$ cat src/rtl/sdram_col_seq.sv
`timescale 1ns/1ps
module sdram_col_seq #(
  parameter int COL_W = 9
) (
  input  logic             clk,
  input  logic             rst_n,
  input  logic             start,
  input  logic             is_write,
  input  logic [COL_W-1:0] start_col,
  input  logic [2:0]       len,
  input  logic             interleave,
  input  logic             single_write,
  input  logic             stop,
  input  logic             cl3,
  output logic [COL_W-1:0] col,
  output logic             beat_valid,
  output logic             burst_done,
  output logic             stop_illegal,
  output logic             rd_valid
);
  localparam logic [COL_W-1:0] FULL = {COL_W{1'b1}};

  logic             act, fp, ilv, rd;
  logic [COL_W-1:0] cnt, base, mask, ld_mask;
  logic [1:0]       rv;
  logic             last, ld_fp;

  always_comb begin
    ld_fp = 1'b0;
    case (len)
      3'b001:  ld_mask = COL_W'(1);
      3'b010:  ld_mask = COL_W'(3);
      3'b011:  ld_mask = COL_W'(7);
      3'b111:  begin ld_mask = FULL; ld_fp = 1'b1; end
      default: ld_mask = '0;
    endcase
    if (is_write && single_write) begin
      ld_mask = '0;
      ld_fp   = 1'b0;
    end
  end

  assign last = (cnt == mask) && !fp;

  always_ff @(posedge clk or negedge rst_n) begin
    if (!rst_n) begin
      act  <= 1'b0;
      fp   <= 1'b0;
      ilv  <= 1'b0;
      rd   <= 1'b0;
      cnt  <= '0;
      base <= '0;
      mask <= '0;
      rv   <= '0;
    end else begin
      rv <= {rv[0], act & rd};
      if (start) begin
        act  <= 1'b1;
        cnt  <= '0;
        base <= start_col;
        mask <= ld_mask;
        fp   <= ld_fp;
        ilv  <= interleave & ~ld_fp;
        rd   <= ~is_write;
      end else if (act) begin
        if ((fp && stop) || last) act <= 1'b0;
        cnt <= cnt + 1'b1;
      end
    end
  end

  assign col          = ilv ? (base ^ (cnt & mask))
                            : ((base & ~mask) | ((base + cnt) & mask));
  assign beat_valid   = act;
  assign burst_done   = act & last;
  assign stop_illegal = stop & ~(act & fp);
  assign rd_valid     = cl3 ? rv[1] : rv[0];


  done_has_beat_chk: assert property (@(posedge clk) disable iff (!rst_n)
    burst_done |-> beat_valid);

  done_ends_chk: assert property (@(posedge clk) disable iff (!rst_n)
    (burst_done && !start) |=> !beat_valid);

  fp_no_done_chk: assert property (@(posedge clk) disable iff (!rst_n)
    (act && fp) |-> !burst_done);

  fp_stop_chk: assert property (@(posedge clk) disable iff (!rst_n)
    (act && fp && stop && !start) |=> !beat_valid);

  restart_chk: assert property (@(posedge clk) disable iff (!rst_n)
    start |=> (beat_valid && col == $past(start_col)));

  single_chk: assert property (@(posedge clk) disable iff (!rst_n)
    (start && is_write && single_write) |=> burst_done);

  rd_cl2_chk: assert property (@(posedge clk) disable iff (!rst_n)
    (rd_valid && !cl3 && !$changed(cl3)) |-> $past(act && rd));
endmodule

$ cat config.mk
export PLATFORM = sky130hd
export DESIGN_NAME = sdram_col_seq
export DESIGN_NICKNAME = d
export VERILOG_FILES = /design/src/rtl/sdram_col_seq.sv
export SDC_FILE = /design/constraint.sdc
export NUM_CORES = 1
export LEC_CHECK = 0
export ABC_AREA = 1
export BUFFER_PORTS_ARGS = -buffer_cell sky130_fd_sc_hd__buf_2
export CORE_MARGIN = 2
export CORE_UTILIZATION = 51
export CTS_BUF_LIST = sky130_fd_sc_hd__clkbuf_4
export CTS_CLUSTER_SIZE = 8
export DETAILED_ROUTE_END_ITERATION = 10
export PLACE_DENSITY = 0.73
export SYNTH_ARGS = -nofsm -noshare
export SYNTH_HDL_FRONTEND = slang
export SYNTH_SLANG_ARGS = --single-unit
$ cat constraint.sdc
create_clock -name clk -period 2.4 [get_ports clk]
set_input_delay 0.12 -clock clk [delete_from_list [all_inputs] [get_ports clk]]
set_output_delay 0.12 -clock clk [all_outputs]
set_load 0.01 [all_outputs]
---- Yosys cells after proc, flatten, opt, wreduce, memory -nomap -nowiden ----
Cells that the tools add are included.
Widths: inputs -> output; s select.
cells by class
  muxes and demuxes ....................... 11
  reductions and logical operators ........ 6
  $add $sub $neg .......................... 2
  bitwise gates (word level) .............. 14
  eq/ne operators ......................... 5
operators with widths
  cell                 number
  $mux 9               4
  $pmux 9 s4           1
  $and 9x9->9          3
  $add 9x1->9 const B  1
  $add 9x9->9          1
  $eq 9x9->1           1
  $not 9->9            1
  $or 9x9->9           1
  $xor 9x9->9          1
  $eq 3x2->1 const B   2
  $mux 1               6
  $and 1x1->1          5
  $eq 3x1->1 const B   1
  $eq 3x3->1 const B   1
  $logic_and 1x1->1    3
  $not 1->1            3
  $reduce_bool 2->1    1
  $logic_not 1->1      1
  $logic_or 1x1->1     1
word-level totals
  register bits after elaboration ......... 33
  output and inout port bits .............. 13
  input bits .............................. 20

---- Depth between registers and ports, before layout ----
Gate-level depths: netlist of the first run.
  depth in word-level cells ............... 6
  depth in mapped cells ................... 12
  mapped depth without buffers ............ 12

---- Worst setup path before layout of the first run ----
No wires, ideal clock.
  kind .................................... register -> output
  from .................................... reg cnt[0]
  to ...................................... out col[4]
  path slack .............................. 0.673 ns
  stages on the path, launching flop included .. 11
  path buffers ............................ 0
  arrival ................................. 1.607 ns
  required time ........................... 2.280 ns
  cells stage by stage .................... dfrtp_1 > ha_1 > inv_1 > fa_1 > inv_1 > nand2_1 > nand2_1 > nand2_1 > xnor2_1 > o21ai_0 > nand2_1
on the way
  cells in the longest elaborated chain, start to end .. 4
RTL lines
  item                    RTL line  text
  start, declared         24        logic [COL_W-1:0] cnt, base, mask, ld_mask;
  start signal, assigned  67        cnt <= cnt + 1'b1;
  $add 9x9->9             73        : ((base & ~mask) | ((base + cnt) & mask));
  $and 9x9->9             73
  $or 9x9->9              73
  $mux 9                  72        assign col = ilv ? (base ^ (cnt & mask))
  end, declared           15        output logic [COL_W-1:0] col,
Every way passes these cells.

---- Worst setup path after layout of the first run ----
  from .................................... reg cnt[2]
  to ...................................... out col[3]
The elaborated chain is that of the path after synthesis.

==> results of run 1 <==
[synth_stat cells (all sizes together), types with 2 or more instances]
library cell | count | area share
a21oi | 18 | 0.044
buf | 4 | 0.016
clkbuf | 2 | 0.0037
dfrtp | 28 | 0.35
ha | 18 | 0.11
inv | 39 | 0.072
nand2 | 73 | 0.14
nand3 | 15 | 0.039
nand3b | 2 | 0.0074
nor2 | 20 | 0.042
nor3 | 4 | 0.015
o211ai | 2 | 0.0074
o21ai | 30 | 0.074
o22ai | 3 | 0.0093
or2 | 2 | 0.0062
xnor2 | 6 | 0.026
[worst max-delay path by stage]
stage,startpoint,to,slack (ps)
floorplan,cnt[0],col[4],670
global placement,cnt[0],col[4],490
detailed placement,cnt[0],col[4],430
CTS,cnt[0],col[4],30
global route,cnt[6],col[8],20
finish,cnt[2],col[3],180
[through the flow]
step / worst slack (ps) / util / hold WS, ps / power [W]
after CTS: 28.97 / 0.6374 / 2.663 / 0.001286
after floorplan: 673.1 / - / -175.6 / 0.0008274
after global placement: 487.8 / 0.5939 / 182.9 / 0.0009372
final: 182.3 / 0.6477 / 15.42 / 0.001299
after global routing: 21.93 / 0.6477 / 33.15 / 0.001393
after detailed placement: 432.0 / 0.5939 / 180.0 / 0.0009452
[state kept, by name, indices dropped and copies added, names as in the netlist]
name	cells
beat_valid	1
base	9
mask	4
rd	1
cnt	9
rv	2
fp	1
ilv	1
[layout make-up]
cell class,instances,area (um2)
timing repair buffer,48,307.8
sequential,28,701.9
clock buffer,3,22.52
clock inverter,1,30.03
multi-input combinational,202,1156
tap,48,60.06
inverter,39,146.4
fill,365,1319
[worst max-delay path: stages (launching register included)]
cell      delay (ps)
dfrtp_1          490
ha_1             360
or2_2            310
nand2_1           90
xnor2_1          120
nor2_1            50
o21bai_1         170
buf_2            160
[cells by family (layout without fill, tap and decap cells)]
kind of cell,Yosys count,in the layout,synth area share
AND/OR/NAND/NOR,120,120,0.2634
AO/OA/AOI/OAI,56,56,0.1468
buffers and inverters,45,91,0.09192
flip-flops,28,28,0.3455
adder cells (fa/ha/maj),19,19,0.1209
XOR/XNOR,6,6,0.02591
multiplexers,1,1,0.005552
[repair_timing]
action / 4_1_cts / 5_1_grt
buffers inserted: 0 / 3
hold endpoints to repair: 38 / 0
gates resized for setup: 0 / 8
hold buffers: 11 / 0
setup endpoints to repair: 0 / 3
[layout by cell type (no fill, tap or decap), drive strengths merged, types with 3 or more instances in the layout]
| cell | instances |
|---|---|
| xnor2 | 6 |
| inv | 39 |
| o21ai | 30 |
| clkbuf | 3 |
| nand2 | 73 |
| o22ai | 3 |
| nand3 | 15 |
| nor3 | 4 |
| buf | 37 |
| nor2 | 20 |
| dfrtp | 28 |
| dlygate4sd3 | 11 |
| ha | 18 |
| a21oi | 18 |
[power by group through the flow]
stage / sequential [W] / clock [W] / combinational, W
after CTS: 0.000580 / 0.000333 / 0.000373
after floorplan: 0.000563 / 0 / 0.000265
after global placement: 0.000586 / 0 / 0.000351
after global routing: 0.000585 / 0.000355 / 0.000453
final: 0.000576 / 0.000326 / 0.000397
after detailed placement: 0.000589 / 0 / 0.000356
[per-layer routing]
metal	GRT usage	routed length, um	up-vias
li1	-	-	991
met3	0.03547	121	5
met1	0.2959	2210	862
met4	0.06378	41	0
met5	0	0	-
met2	0.4097	2327	31
==> summary.md, run 1 <==
| Metric | Value |
|---|---|
| Startpoint Class | register |
| Syn_nets | 314 |
| Grt ovf | 0 |
| Critical path type | register to primary output |
| Total of warnings raised by yosys | 0 |
| Routability cong. | 0.8666 |
| Clock share of power | 0.251 |
| CTS tree | built |
| Placed cells | 351 |
| Hold Crit Class | input port to register |
| Final setup violation count | 0 |
| Fmax | 450.9 MHz |
| Hpwl dp | 3.390 mm |
| Cell variety after synth | 34 |
| Comb power frac | 0.305 |
| Wirelength per Cell | 12.74 um |
| Die Area | 4497 um2 |
| Top_reg_cell synth | dfrtp_1 |
| Vias in the first global route | 1784 |
| Total CTS buffers | 3 |
| # IOs | 33 |
| Max-slew headroom | 0.5726 |
| Sink Count | 28 |
| Critical Path RT | 2280 ps |
| Clock latency on the worst-skew pair | 350 ps |
| 1st-iter DRT viols | 121 |
| Flops & latches, synth | 28 |
| Post-Syn Area | 2028 um2 |
| Leak Pwr | 1.296 nW |
| Ant diodes | 0 |
| Finished Layout Cells | 369 |
| DR pass1 iterations | 4 |
| Clock Skews | 7.221 ps |
| Hold path depth | 3 |
| Die Y | 67.06 um |
| Clock transition at path regs | 160 ps |
| Reg-to-reg critical path startpoint | mask[7] |
| Post-route cell area | 2425 um2 |
| Initial antenna violation count | 0 |
| Reg2Reg Depth | 5 |
| Worst-Margin Slew | 641.2 ps |
| Sequential-to-total area share from yosys stat | 0.3455 |
| Power per cell area | 535.7 nW/um2 |
| Root buffer cell | clkbuf_4 |
| Core box area | 3744 um2 |
| Post-route DRC | 0 |
| P_int | 0.0008598 W |
| Port buffer count | 32 |
| Peak fanout along the critical path | 6 |
| Worst min-delay path startpoint | interleave |
| Sequential share of power | 0.444 |
| First-pass GRT wire length | 7.893 mm |
| Vias/cell | 5.119 |
| Clock Path Buffers | 2 |
| Hold Path End | ilv |
| Largest net degree at the start of global routing | 29 |
| Arr. time, crit path | 2100 ps |
| Final wirelength | 4.700 mm |
| Average cell area after synthesis | 7.375 um2 |
| Layout cells sized above 1 | 0.1745 |
| Setup TNS | 0 ps |
| Final Net Count | 361 |
| Max IR drop VDD | 337.6 uV |
| Worst reg2reg path endpoint | beat_valid |
| Routed Antenna Nets | 0 |
| Min Tclk post-route | 2218 ps |
| Htree depth | 1 |
| CP Capture Type | primary output |
| R2R setup slack | 780 ps |
| Post-synth ARST share | 1.000 |
| Switching part of the total | 0.3380 |
| Post-synth EDFFs | 0 |
| RSZ-0062 raised after global routing | no |
| Max-slew violation count | 0 |
| Die width | 67.06 um |
| Final hold vios | 0 |
| Outcome | complete, no violations |
| Area Growth Syn to Fin | 19.56% |
| Total track usage | 0.2337 |
| Final period util | 0.9240 |
| Routed vias | 1889 |
| Placed cell areas | 2223 um2 |
| Net Switching | 0.0004391 W |
| FP Rows | 22 |
| Initial Utilization | 0.5418 |
| Mapped Cells | 275 |
| Max_cap viols | 0 |
No activity file was read; power rests on OpenSTA's default activity.
==> inputs of run 2 (changes only) <==
- ABC_AREA: 1 -> unset
- PLACE_DENSITY: 0.73 -> 0.74
==> run 2 against run 1 <==
Against the previous run: the run now ends with setup timing left; sequential power grew 3%; sequential cell count is the same; largest power group unchanged; largest cell class unchanged; setup slack lost 240 ps; maximum frequency shrank 9.8%; clock power shrank 6%; final cell count shrank 19%; hold slack gained 37 ps; die area shrank 6.4%; global-route usage shrank 1.3 points.
==> summary.md, run 2 <==
| Metric | Value |
|---|---|
| Layout cells sized above 1 | 0.2341 (+0.05967) |
| Port buffer count | 32 (unchanged) |
| Commonest non-fill, non-tap cell in the layout | buf_2 |
| Initial antenna violation count | 0 (unchanged) |
| Largest net degree at the start of global routing | 29 (unchanged) |
| Peak fanout along the critical path | 2 (-4) |
| Top post-synthesis cells by count | 28 x dfrtp_1, 20 x nand2_1, 18 x ha_1 |
| Clock Path Buffers | 2 (unchanged) |
| Synth Area in Compound Gates | 0.1774 (+0.03054) |
| Reg-to-reg critical path startpoint | mask[7] |
| Hpwl dp | 2.958 mm (-13%) |
| Total of warnings raised by yosys | 0 (unchanged) |
| Placed cells | 277 (-21%) |
| CTS tree | built |
| Final hold vios | 0 (unchanged) |
| DR pass1 iterations | 4 (unchanged) |
| Dpl ws | 143.6 ps (-288.4 ps) |
| Failing checks | setup timing |
| Leak Pwr | 1.158 nW (-11%) |
| Average cell area after synthesis | 9.500 um2 (+29%) |
| Clock Skews | 4.799 ps (-2.422 ps) |
| Setup ws final | -57.78 ps (-240.1 ps) |
| Reg2Reg Depth | 5 (unchanged) |
| Sink Count | 28 (unchanged) |
| Regs by FF count | base: 9 flops, cnt: 9 flops, mask: 4 flops |
| Routed vias | 1652 (-13%) |
| Clock latency on the worst-skew pair | 330 ps (-20 ps) |
| CP endpoint | col[8] |
| Htree depth | 1 (unchanged) |
| Vias in the first global route | 1518 (-15%) |
| Fmax | 406.9 MHz (-9.8%) |
| Total CTS buffers | 3 (unchanged) |
| Wirelength per Cell | 14.08 um (+11%) |
| Routed Antenna Nets | 0 (unchanged) |
| Critical Path RT | 2280 ps (about the same) |
| Post-route DRC | 0 (unchanged) |
| Critical path type | register to primary output |
| Mapped Cells | 199 (-28%) |
| Most frequent cells in the layout | 32 x buf_2, 26 x dfrtp_1, 20 x nand2_1 |
| Worst reg2reg path endpoint | beat_valid |
| Cell variety after synth | 42 (+24%) |
| Finished Layout Cells | 300 (-19%) |
| CP Capture Type | primary output |
| Area share of and/or/nand/nor cells after synthesis | 0.1529 (-0.1105) |
| Max-slew violation count | 0 (unchanged) |
| Flops & latches, synth | 28 (unchanged) |
| Post-synth ARST share | 1.000 (unchanged) |
| Crit-path cells | ha_4, inv_2, fa_2, and2b_2, o2111ai_2, and3b_1, a211oi_2, xnor2_1, buf_2 |
| Max IR drop VDD | 340.3 uV (+0.82%) |
| Most frequent cell after synthesis | dfrtp_1 |
| Hold Crit Class | input port to register |
| Sequential-to-total area share from yosys stat | 0.3706 (+0.02515) |
| Area leader, netlist | dfrtp_1 |
| Die Area | 4210 um2 (-6.4%) |
| Grt ovf | 0 (unchanged) |
| Worst-Margin Slew | 633.1 ps (-8.071 ps) |
| Top_reg_cell synth | dfrtp_1 |
| Worst Setup SP | cnt[0] |
| Max_cap viols | 0 (unchanged) |
| Share of the synthesized area in the top cell type | 0.3706 (+0.02515) |
| Post-Syn Area | 1891 um2 (-6.8%) |
| Adder-cell area share of the yosys netlist | 0.1297 (+0.008802) |
| Post-synthesis xor/xnor area fraction | 0.07412 (+0.04821) |
| Startpoint Class | register |
| Syn_nets | 238 (-24%) |
| Mux share of post-synthesis cell area | 0.06949 (+0.06394) |
| Vias/cell | 5.507 (+7.6%) |
| Die Y | 64.89 um (-3.2%) |
| Routability cong. | 0.8759 (+1.1%) |
| Outcome | finished, violations left |
| Largest stage delay, worst path | 420 ps (-70 ps) |
| Core box area | 3606 um2 (-3.7%) |
| Arr. time, crit path | 2340 ps (+240 ps) |
| # IOs | 33 (unchanged) |
| FP Rows | 22 (unchanged) |
| Total power | 0.001428 W (+9.9%) |
| Hold_ws | 52.20 ps (+36.78 ps) |
| Area Growth Syn to Fin | 26.01% |
| Final Net Count | 292 (-19%) |
| Final wirelength | 4.223 mm (-10%) |
| Slowest CP cell | dfrtp_1 |
| Initial Utilization | 0.5243 (-0.01749) |
| Die width | 64.89 um (-3.2%) |
| Total track usage | 0.2207 (-0.01300) |
| Final period util | 1.024 (+0.1000) |
| Area contributors post-synth | dfrtp_1 37%, ha_1 12%, mux2_1 4.8%, nand2_1 4.0%, xnor2_1 3.7% |
| R2R setup slack | 710 ps (-70 ps) |
| Clock transition at path regs | 150 ps (about the same) |
| First-pass GRT wire length | 7.127 mm (-9.7%) |
| Post-synth EDFFs | 0 (unchanged) |
| RSZ-0062 raised after global routing | yes |
| Power per cell area | 599.4 nW/um2 (+12%) |
| Root buffer cell | clkbuf_4 |
| Largest family of logic cells by synthesized area | compound AO/OA/AOI/OAI gates |
| Ant diodes | 0 (unchanged) |
| Max-slew headroom | 0.5779 (+0.005381) |
| Final setup violation count | 2 (+2) |
| Min Tclk post-route | 2458 ps (+240.1 ps) |
| 1st-iter DRT viols | 131 (+8.3%) |
-- run 2: cell types whose count changed after synthesis, moves of 4 or more --
cell and change:
mux2_1 +8, a21oi_1 -6, nor2_1 -4, a211oi_1 +5
nand3_1 -11, inv_1 -33, o21ai_1 +11, xor2_1 +8
nand2_1 -51, o21ai_0 -24
-- run 2: how the worst min path moves through the flow --
stage                             to  slack [ps]       start  cells after the start
after floorplan              base[0]        -180       rst_n                      0
after global placement        cnt[7]         180       rst_n                      1
after detailed placement     base[5]         170       rst_n                      1
after CTS                        ilv          40  interleave                      3
after global routing      beat_valid          40        stop                      4
final                     beat_valid          50        stop                      4
-- run 2: metrics by stage --
stage                     setup TNS (ps)    util  cell area, um2
after floorplan                        0       -            1891
after global placement                 0  0.5854            2111
after detailed placement               0  0.5854            2111
after CTS                         -54.64  0.6475            2335
after global routing              -377.3  0.6607            2382
final                             -104.6  0.6607            2382
-- run 2: kinds of logic after synthesis --
| logic type | count (synthesis) |
|---|---|
| simple gates | 60 |
| compound gates | 52 |
| flops | 28 |
| fa+ha+maj | 19 |
| xor+xnor | 16 |
| buf+inv | 12 |
| mux | 12 |
-- run 2: metal layers --
metal,vias to the layer above,track usage,wire length [um]
met4,0,0.08245,72
met1,787,0.3136,2017
li1,827,-,-
met5,-,0,0
met2,31,0.3492,2016
met3,7,0.02083,116
-- run 2: cell type report --
cell class / count / area (um2)
clock buffer: 3 / 22.52
clock inverter: 1 / 30.03
fill: 297 / 1224
inverter: 7 / 26.28
multi-input combinational: 159 / 1181
sequential: 28 / 703.2
tap: 48 / 60.06
timing repair buffer: 54 / 359.1
-- run 2: worst max-delay path: cells and delay by family, from the launching register on --
kind / cells / cell delay, ps
compound gates: 2 / 350
xor+xnor: 1 / 130
fa+ha+maj: 2 / 480
buf+inv: 2 / 170
flops: 1 / 420
simple gates: 2 / 440
-- run 2: report_power, final --
| part | switching, W | internal (W) |
|---|---|---|
| clock | 0.000138 | 0.000169 |
| sequential | 0.0000714 | 0.000524 |
| combinational | 0.000256 | 0.000269 |
-- run 2: timing repair --
action	4_1_cts	5_1_grt
setup endpoints to repair	3	5
pin swaps	4	10
buffers inserted	4	3
endpoints found under the hold margin	39	0
resized for setup	7	6
hold buffers	12	0
==> inputs of run 3 (changes only) <==
- RECOVER_POWER: unset -> 50
==> run 3 against run 2 <==
Against the previous run: clock power is essentially flat; total power shrank 0.11%; non-clock buffer count is the same; maximum frequency is essentially flat; setup slack is essentially flat; the flow finishes with violations (capacitance limit, slew limit, setup timing); highest routed layer unchanged; die area is the same; combinational power is essentially flat.
==> summary.md, run 3 (synthesis gave the netlist of run 2 again) <==
| Metric | Value |
|---|---|
| Setup ws final | -57.64 ps (+0.1359 ps) |
| Area Growth Syn to Fin | 25.94% (about the same) |
| Worst path bufs/invs | 2 (unchanged) |
| Power per cell area | 599.1 nW/um2 (about the same) |
| Ant diodes | 0 (unchanged) |
| Total track usage | 0.2207 (unchanged) |
| Leak Pwr | 1.155 nW (-0.24%) |
| Final setup violation count | 2 (unchanged) |
| Arr. time, crit path | 2340 ps (about the same) |
| Sink Count | 28 (unchanged) |
| Routed vias | 1643 (-0.54%) |
| Finished Layout Cells | 300 (unchanged) |
| Placed cells | 277 (unchanged) |
| Hold Crit Class | input port to register |
| Post-route DRC | 0 (unchanged) |
| Worst Setup SP | cnt[0] |
| Clock Skews | 1.547 ps (-3.251 ps) |
| Fmax | 406.9 MHz (about the same) |
| Largest net degree at the start of global routing | 29 (unchanged) |
| CP top delay family | adder cells |
| Max_cap viols | 1 (+1) |
| CP Capture Type | primary output |
| Vias in the first global route | 1518 (unchanged) |
| Max-slew violation count | 29 (+29) |
| Initial Utilization | 0.5243 (unchanged) |
| Startpoint Class | register |
| Total power | 0.001426 W (-0.11%) |
| Peak fanout along the critical path | 2 (unchanged) |
| Commonest non-fill, non-tap cell in the layout | buf_2 |
| Routed Antenna Nets | 0 (unchanged) |
| Grt ovf | 0 (unchanged) |
| Largest stage delay, worst path | 420 ps (about the same) |
| FP Rows | 22 (unchanged) |
| Vias/cell | 5.477 (-0.54%) |
| Final wirelength | 4.221 mm (about the same) |
| Die Y | 64.89 um (unchanged) |
| Core box area | 3606 um2 (unchanged) |
| First-pass GRT wire length | 7.127 mm (unchanged) |
| Final Net Count | 292 (unchanged) |
| Max-slew headroom | -0.01308 (-0.5910) |
| Clock transition at path regs | 140 ps (about the same) |
| Hpwl dp | 2.958 mm (unchanged) |
| Routability cong. | 0.8759 (unchanged) |
| 1st-iter DRT viols | 138 (+5.3%) |
| Die Area | 4210 um2 (unchanged) |
| Reg-to-reg critical path startpoint | mask[7] |
| DR pass1 iterations | 4 (unchanged) |
| Die width | 64.89 um (unchanged) |
| Initial antenna violation count | 0 (unchanged) |
| # IOs | 33 (unchanged) |
| Outcome | finished, violations left |
| Total CTS buffers | 3 (unchanged) |
| Failing checks | capacitance limit, slew limit, setup timing |
| Layout cells sized above 1 | 0.2302 (-0.003968) |
| Min Tclk post-route | 2458 ps (-0.1359 ps) |
| RSZ-0062 raised after global routing | yes |
| CTS tree | built |
| Critical Path RT | 2280 ps (about the same) |
| Most frequent cells in the layout | 31 x buf_2, 26 x dfrtp_1, 20 x nand2_1 |
| Port buffer count | 32 (unchanged) |
| Regs by FF count | base: 9 flops, cnt: 9 flops, mask: 4 flops |
| Root buffer cell | clkbuf_4 |
| Htree depth | 1 (unchanged) |
| R2R setup slack | 720 ps (about the same) |
| Worst min-delay path startpoint | stop |
| Clock Path Buffers | 2 (unchanged) |
| Final period util | 1.024 (about the same) |
| Max IR drop VDD | 340.4 uV (about the same) |
| Final hold vios | 0 (unchanged) |
| Slowest CP cell | dfrtp_1 |
| Crit-path cells | ha_4, inv_2, fa_2, and2b_2, o2111ai_2, and3b_1, a211oi_2, xnor2_1, buf_2 |
| Critical path type | register to primary output |
| Clock latency on the worst-skew pair | 330 ps (about the same) |
| Wirelength per Cell | 14.07 um (about the same) |
| Worst-Margin Slew | 1520 ps (+886.5 ps) |
## run 3: what timing repair did
item                                    in CTS  in global routing
hold buffers                                12                  0
endpoints found under the setup margin       3                  5
pin swaps                                    4                 10
gates resized for setup                      7                  6
hold endpoints to repair                    39                  0
setup buffers                                4                  3
## run 3: worst paths after layout
kind                         endpoint  cells past startpoint
max                            col[8]                      9
min                        beat_valid                      4
max reg2reg                beat_valid                      5
min reg2reg                     rv[1]                      0
max in group asynchronous      cnt[1]                      2
min in group asynchronous      cnt[7]                      2
## run 3: worst register-to-register path, delay by kind of cell, from the launching register on
| kind | cells | cell delay [ps] |
|---|---|---|
| flops | 1 | 630 |
| simple gates | 4 | 630 |
| fa+ha+maj | 1 | 320 |
## run 3: metal layers
metal  up-vias  track usage  routed length, um
li1        825            -                  -
met1       777       0.3136               2012
met2        34       0.3492               2013
met3         7      0.02083                122
met4         0      0.08245                 72
met5         -            0                  0
## run 3: per-stage QoR
stage	worst slack, ps	utilization	TNS, ps	hold slack [ps]	cell area [um2]
2_1_floorplan	337.6	-	0	-175.6	1891
3_3_place_gp	199.2	0.5854	0	177.9	2111
3_5_place_dp	143.6	0.5854	0	174.1	2111
4_1_cts	-27.98	0.6475	-54.64	43.33	2335
5_1_grt	-191.5	0.6603	-377.3	41.09	2381
6_report	-57.64	0.6603	-97.31	54.98	2381
## run 3: report_power, final
part | switching, W | internal, W
clock | 0.000138 | 0.000169
sequential | 0.0000714 | 0.000524
combinational | 0.000255 | 0.000269
## run 3: area by class of cell
class / count / area, um2
fillers: 295 / 1225
flip-flops and latches: 28 / 703.2
well taps: 48 / 60.06
repair buffers: 54 / 357.8
multi-input cells: 159 / 1181
inverters: 7 / 26.28
clock buffers: 3 / 22.52
clock inverters: 1 / 30.03
